File: src/rtl/sleep_seq_pkg.sv
package sleep_seq_pkg;
  typedef enum logic [1:0] {
    MODE_RUN  = 2'b00,
    MODE_PEND = 2'b01,
    MODE_SLP  = 2'b10
  } mode_e;

  localparam int REQ_W = 2;
  localparam logic [REQ_W-1:0] REQ_SLEEP = 2'b10;
  localparam logic [REQ_W-1:0] REQ_NONE  = 2'b00;
endpackage

File: src/rtl/sleep_wake_merge.sv
module sleep_wake_merge #(
  parameter int N_WAKE = 4
) (
  input  logic [N_WAKE-1:0] wake_i,
  output logic              any_o
);
  logic [N_WAKE:0] chain;

  assign chain[0] = 1'b0;

  // Fold the wake lines into one OR chain, one stage per line.
  for (genvar g = 0; g < N_WAKE; g++) begin : g_or
    assign chain[g+1] = chain[g] | wake_i[g];
  end

  assign any_o = chain[N_WAKE];
endmodule

File: src/rtl/sleep_req_decode.sv
module sleep_req_decode
  import sleep_seq_pkg::*;
(
  input  logic             clk,
  input  logic             rst_n,
  input  logic             cfg_wr_i,
  input  logic [REQ_W-1:0] cfg_req_i,
  input  logic             in_run_i,
  input  logic             to_run_i,
  output logic             start_o,
  output logic [REQ_W-1:0] req_rd_o
);
  logic [REQ_W-1:0] req_q;

  // A request counts only in run mode and only with the sleep code.
  assign start_o = cfg_wr_i && in_run_i && (cfg_req_i == REQ_SLEEP);

  always_ff @(posedge clk) begin
    if (!rst_n)        req_q <= REQ_NONE;
    else if (start_o)  req_q <= REQ_SLEEP;
    else if (to_run_i) req_q <= REQ_NONE;
  end

  assign req_rd_o = req_q;


  field_set_chk: assert property (@(posedge clk) disable iff (!rst_n)
    start_o |=> (req_q == REQ_SLEEP));


  field_clear_chk: assert property (@(posedge clk) disable iff (!rst_n)
    to_run_i |=> (req_q == REQ_NONE));
endmodule

File: src/rtl/sleep_mode_fsm.sv
module sleep_mode_fsm
  import sleep_seq_pkg::*;
(
  input  logic  clk,
  input  logic  rst_n,
  input  logic  start_i,
  input  logic  idle_ack_i,
  input  logic  wake_i,
  output logic  in_run_o,
  output logic  to_run_o,
  output logic  idle_req_o,
  output logic  sleep_o,
  output mode_e mode_o
);
  mode_e st_q, st_d;

  always_comb begin
    st_d = st_q;
    unique case (st_q)
      MODE_RUN:  if (start_i) st_d = MODE_PEND;
      MODE_PEND: begin
        // A wake wins over an acknowledge arriving in the same cycle.
        if (wake_i)          st_d = MODE_RUN;
        else if (idle_ack_i) st_d = MODE_SLP;
      end
      MODE_SLP:  if (wake_i) st_d = MODE_RUN;
      default:   st_d = MODE_RUN;
    endcase
  end

  always_ff @(posedge clk) begin
    if (!rst_n) st_q <= MODE_RUN;
    else        st_q <= st_d;
  end

  assign in_run_o   = (st_q == MODE_RUN);
  assign to_run_o   = (st_q != MODE_RUN) && (st_d == MODE_RUN);
  assign idle_req_o = (st_q != MODE_RUN);
  // The wake path into the sleep line has no register.
  assign sleep_o    = (st_q == MODE_SLP) && !wake_i;
  assign mode_o     = st_q;


  sleep_after_ack_chk: assert property (@(posedge clk) disable iff (!rst_n)
    $rose(st_q == MODE_SLP) |-> ($past(st_q) == MODE_PEND) && $past(idle_ack_i));


  sleep_holds_idle_chk: assert property (@(posedge clk) disable iff (!rst_n)
    sleep_o |-> idle_req_o);


  wake_drops_sleep_chk: assert property (@(posedge clk) disable iff (!rst_n)
    wake_i |-> !sleep_o);


  abort_to_run_chk: assert property (@(posedge clk) disable iff (!rst_n)
    (st_q == MODE_PEND && wake_i) |=> (st_q == MODE_RUN));


  busy_no_restart_chk: assert property (@(posedge clk) disable iff (!rst_n)
    (st_q == MODE_SLP && !wake_i) |=> (st_q == MODE_SLP));


  legal_mode_chk: assert property (@(posedge clk) disable iff (!rst_n)
    st_q != 2'b11);
endmodule

File: src/rtl/sleep_seq_top.sv
module sleep_seq_top
  import sleep_seq_pkg::*;
#(
  parameter int N_WAKE = 4
) (
  input  logic              clk,
  input  logic              rst_n,
  input  logic              cfg_wr_i,
  input  logic [1:0]        cfg_req_i,
  output logic [1:0]        req_rd_o,
  output logic              idle_req_o,
  input  logic              idle_ack_i,
  input  logic [N_WAKE-1:0] wake_i,
  output logic              sleep_o,
  output logic [1:0]        mode_o
);
  logic  wake_any, start, in_run, to_run;
  mode_e mode;

  sleep_wake_merge #(.N_WAKE(N_WAKE)) u_wake (
    .wake_i (wake_i),
    .any_o  (wake_any)
  );

  sleep_req_decode u_dec (
    .clk       (clk),
    .rst_n     (rst_n),
    .cfg_wr_i  (cfg_wr_i),
    .cfg_req_i (cfg_req_i),
    .in_run_i  (in_run),
    .to_run_i  (to_run),
    .start_o   (start),
    .req_rd_o  (req_rd_o)
  );

  sleep_mode_fsm u_fsm (
    .clk        (clk),
    .rst_n      (rst_n),
    .start_i    (start),
    .idle_ack_i (idle_ack_i),
    .wake_i     (wake_any),
    .in_run_o   (in_run),
    .to_run_o   (to_run),
    .idle_req_o (idle_req_o),
    .sleep_o    (sleep_o),
    .mode_o     (mode)
  );

  assign mode_o = mode;


  run_ignores_inputs_chk: assert property (@(posedge clk) disable iff (!rst_n)
    (mode == MODE_RUN && !(cfg_wr_i && cfg_req_i == REQ_SLEEP)) |=> (mode_o == 2'b00));
endmodule

File: config.mk
export PLATFORM = sky130hd
export DESIGN_NAME = sleep_seq_top
export DESIGN_NICKNAME = d
export VERILOG_FILES = /design/src/rtl/sleep_seq_pkg.sv /design/src/rtl/sleep_wake_merge.sv /design/src/rtl/sleep_req_decode.sv /design/src/rtl/sleep_mode_fsm.sv /design/src/rtl/sleep_seq_top.sv
export SDC_FILE = /design/constraint.sdc
export NUM_CORES = 1
export LEC_CHECK = 0
export BUFFER_PORTS_ARGS = -buffer_cell sky130_fd_sc_hd__buf_2
export CAP_MARGIN = 20
export CORE_AREA = 2 2 39 41
export CTS_CLUSTER_DIAMETER = 40
export DETAILED_ROUTE_END_ITERATION = 8
export DIE_AREA = 0 0 41 43
export HOLD_SLACK_MARGIN = 0.05
export MAX_ROUTING_LAYER = met4
export PLACE_DENSITY = 0.34
export SLEW_MARGIN = 5
export SYNTH_ARGS = -nofsm -noshare
export SYNTH_HDL_FRONTEND = slang
export SYNTH_SLANG_ARGS = --single-unit
File: constraint.sdc
create_clock -name clk -period 4 [get_ports clk]
set_clock_uncertainty 0.1 [all_clocks]
set_input_delay 0 -clock clk [delete_from_list [all_inputs] [get_ports clk]]
set_output_delay 0 -clock clk [all_outputs]
set_load 0.01 [all_outputs]
==> metrics.txt <==
# TYPE chip_impl_metric gauge
chip_impl_metric{name="area.growth.synth_to_final",unit="%"} 108
chip_impl_metric{name="synthDistinctLibCells",unit=""} 15
chip_impl_info{name="hp-class",value="in -> reg"} 1
chip_impl_metric{name="starting_utilization_of_the_core_area",unit=""} 0.120
chip_impl_metric{name="place_worst_setup_slack",unit="ps"} 2560
chip_impl_metric{name="ys_seq_area_frac",unit=""} 0.361
chip_impl_metric{name="syn-cell-area",unit="µm²"} 166
chip_impl_metric{name="drt_pass1_iterations",unit=""} 2
chip_impl_metric{name="wirelength",unit="µm"} 500
chip_impl_metric{name="ctsHtreeMaxLevel",unit=""} 1
chip_impl_metric{name="finalMaxSlewViolations",unit=""} 0
chip_impl_metric{name="drt-vias-per-instance",unit=""} 3.68
chip_impl_metric{name="diodes",unit=""} 0
chip_impl_metric{name="max-cap-violations",unit=""} 0
chip_impl_metric{name="ff_latch_count_synth",unit=""} 3
chip_impl_metric{name="fmax",unit="GHz"} 0.436
chip_impl_metric{name="dieHeight",unit="µm"} 43
chip_impl_metric{name="remaining_drc_errors",unit=""} 0
chip_impl_metric{name="placement.io_buffers",unit=""} 14
chip_impl_info{name="most_frequent_standard_cell_in_the_layout_excluding_fill_and_tap_cells",value="buf_2"} 1
chip_impl_metric{name="final.setup.tns",unit="ps"} 0
chip_impl_metric{name="cpPeakStageDelay",unit="ps"} 570
chip_impl_info{name="timing.setup.critical_path_class",value="in -> reg"} 1
chip_impl_metric{name="postSynthCellCount",unit=""} 20
chip_impl_metric{name="synth_fa_ha_area_frac",unit=""} 0
chip_impl_metric{name="die-width",unit="µm"} 41
chip_impl_metric{name="final_cells",unit=""} 60
chip_impl_metric{name="fp.dieArea",unit="µm²"} 1760
chip_impl_metric{name="yosysWarnings",unit=""} 0
chip_impl_metric{name="syn-mean-instance-area",unit="µm²"} 8.32
chip_impl_metric{name="period_needed",unit="ps"} 2300
chip_impl_info{name="slowest_stage",value="dlygate4sd3_1"} 1
chip_impl_metric{name="routed_wire_length_per_instance",unit="µm"} 8.33
chip_impl_metric{name="vias_in_the_first_global_route",unit=""} 190
chip_impl_metric{name="ctsLongestPathBuffers",unit=""} 2
chip_impl_metric{name="cts_resized",unit=""} 0
chip_impl_metric{name="grtUsageTotal",unit=""} 0.0719
chip_impl_metric{name="setup_viol",unit=""} 0
chip_impl_info{name="main_combinational_cell_family_by_area_after_synthesis",value="simple AND/OR/NAND/NOR gates"} 1
chip_impl_metric{name="ant_nets",unit=""} 0
chip_impl_metric{name="basic_gate_share_of_the_synthesized_area_counting_and_or_nand_and_nor_cells",unit=""} 0.331
chip_impl_metric{name="coreArea",unit="µm²"} 1380
chip_impl_metric{name="power.density",unit="nW/µm²"} 290
chip_impl_metric{name="leakagePower",unit="µW"} 0.000164
chip_impl_metric{name="final.setup.worst_slack",unit="ps"} 1700
chip_impl_info{name="unrepaired_setup_endpoints_after_global_routing",value="no"} 1
chip_impl_metric{name="drive_above_1_share",unit=""} 0.432
chip_impl_metric{name="worst-endpoint-required",unit="ps"} 4080
chip_impl_metric{name="hold_bufs_at_cts",unit=""} 7
chip_impl_metric{name="boundaryPins",unit=""} 16
chip_impl_metric{name="place_hpwl",unit="µm"} 336
chip_impl_metric{name="synth_xor_xnor_area_share",unit=""} 0
chip_impl_info{name="cp-end-kind",value="register"} 1
chip_impl_info{name="startpoint_type",value="input port"} 1
chip_impl_metric{name="final_nets",unit=""} 55
chip_impl_metric{name="drt_iter0_markers",unit=""} 1
chip_impl_metric{name="detailroute.via_count",unit=""} 221
chip_impl_info{name="cell_at_the_root_of_the_clock_tree",value="clkbuf_4"} 1
chip_impl_metric{name="post_cts.repair.setup_buffers",unit=""} 0
chip_impl_metric{name="grt_first_pass_wirelength",unit="µm"} 731
chip_impl_metric{name="timing.final.hold_violations",unit=""} 0
chip_impl_metric{name="placed_cells_incl_taps",unit=""} 49
chip_impl_metric{name="arrival",unit="ps"} 2370
chip_impl_info{name="cpMostUsedCell",value="dlygate4sd3_1"} 1
chip_impl_metric{name="initial_antenna_violation_count",unit=""} 0
chip_impl_metric{name="synth.net_count",unit=""} 30
chip_impl_info{name="status",value="completed"} 1
chip_impl_metric{name="power.ir.vdd_worst",unit="µV"} 167
chip_impl_info{name="final_cell_mix",value="buf_2, dlygate4sd3_1, inv_1, clkbuf_4, dfxtp_1"} 1
chip_impl_metric{name="numClockSinks",unit=""} 3
chip_impl_metric{name="placer_congestion_estimate",unit=""} 0.680
chip_impl_metric{name="nFillCells",unit=""} 152
chip_impl_metric{name="clock_latency",unit="ps"} 230
chip_impl_metric{name="post_synth_mux_area_share",unit=""} 0
chip_impl_metric{name="grt.overflow.total",unit=""} 0
chip_impl_metric{name="core.rowCount",unit=""} 14
chip_impl_metric{name="grt_start_max_net_pins",unit=""} 7
chip_impl_metric{name="cts-buffers-inserted",unit=""} 3
chip_impl_metric{name="final_min_period_over_clock_period",unit=""} 0.574
chip_impl_info{name="tritoncts_clock_tree",value="yes"} 1
chip_impl_metric{name="maximum_fanout_along_the_worst_path",unit=""} 4
chip_impl_metric{name="synth_compound_gate_area_share",unit=""} 0.173
chip_impl_metric{name="clk_transition_reported_paths",unit="ps"} 40
chip_impl_info{name="path_cells",value="dlygate4sd3_1, buf_2, or4_4, dlygate4sd3_1, a211oi_1, dlygate4sd3_1"} 1
==> synthesized netlist by cell type <==
master	instances	area share
or4b_1	1	0.060
nor2_1	2	0.045
nand3b_1	1	0.045
a211o_2	1	0.060
a31oi_1	1	0.038
inv_1	3	0.068
nand2b_1	1	0.038
buf_4	1	0.045
a21oi_1	1	0.030
nand2_1	1	0.023
conb_1	1	0.023
nand4b_1	1	0.053
or4_4	1	0.068
a211oi_1	1	0.045
dfxtp_1	3	0.36
==> final timing paths <==
kind	start	endpoint	slack, ps	cells past startpoint
max	wake_i[3]	u_fsm.mode_o[1]$_SDFF_PN0_	1700	6
min	wake_i[1]	u_dec.req_rd_o[1]$_SDFFE_PN0P_	70	4
max reg2reg	u_fsm.mode_o[1]$_SDFF_PN0_	u_fsm.mode_o[0]$_SDFF_PN0_	2270	3
min reg2reg	u_dec.req_rd_o[1]$_SDFFE_PN0P_	u_dec.req_rd_o[1]$_SDFFE_PN0P_	380	2
==> area by class of cell <==
type,instances,area (µm²),share of cell area
Clock buffer,4,26.3,0.0761
Timing Repair Buffer,21,140,0.406
Sequential cell,3,60.1,0.174
Multi-Input combinational cell,13,87.6,0.254
Inverter,3,11.3,0.0326
Tap cell,16,20.0,0.0580
==> sequential cells by signal, summed over array words and instances (netlist names) <==
name	cells
u_dec.req_rd_o	1
u_fsm.mode_o	2
==> report_power, final <==
part,internal (µW),switching (µW),total [µW]
combinational,8.39,4.95,13.3
clock,37.5,17.6,55.1
sequential,30.9,0.765,31.7
total,76.9,23.3,100
==> worst max-delay path, delay by kind of cell <==
kind	cells	cell delay, ps
AOI/OAI and AO/OA	1	160
and+or+nand+nor	1	430
buffers and inverters	4	1790
==> metrics by stage <==
step           utilization  power [µW]  hold slack [ps]  area [µm²]
2_1_floorplan            -        36.7             51.8         166
3_3_place_gp         0.180        41.6              168         249
3_5_place_dp         0.180        41.9              179         249
4_1_cts              0.250         102             58.7         345
5_1_grt              0.250         109             75.7         345
6_report             0.250         100             67.5         345
==> kinds of logic after synthesis <==
kind of cell / Yosys count
AND/OR/NAND/NOR: 8
AO/OA/AOI/OAI: 4
buffers and inverters: 4
flip-flops: 3
other: 1
==> layer usage <==
metal / GRT usage / wire length [µm] / share of wire / vias to the layer above
met5: - / 0 / 0 / -
met4: 0.0200 / 0 / 0 / 0
met3: 0.0995 / 103 / 0.21 / 0
met2: 0.0625 / 148 / 0.30 / 19
met1: 0.0895 / 248 / 0.50 / 86
li1: - / - / - / 116
Note: power is estimated with default switching activity, not from simulation.
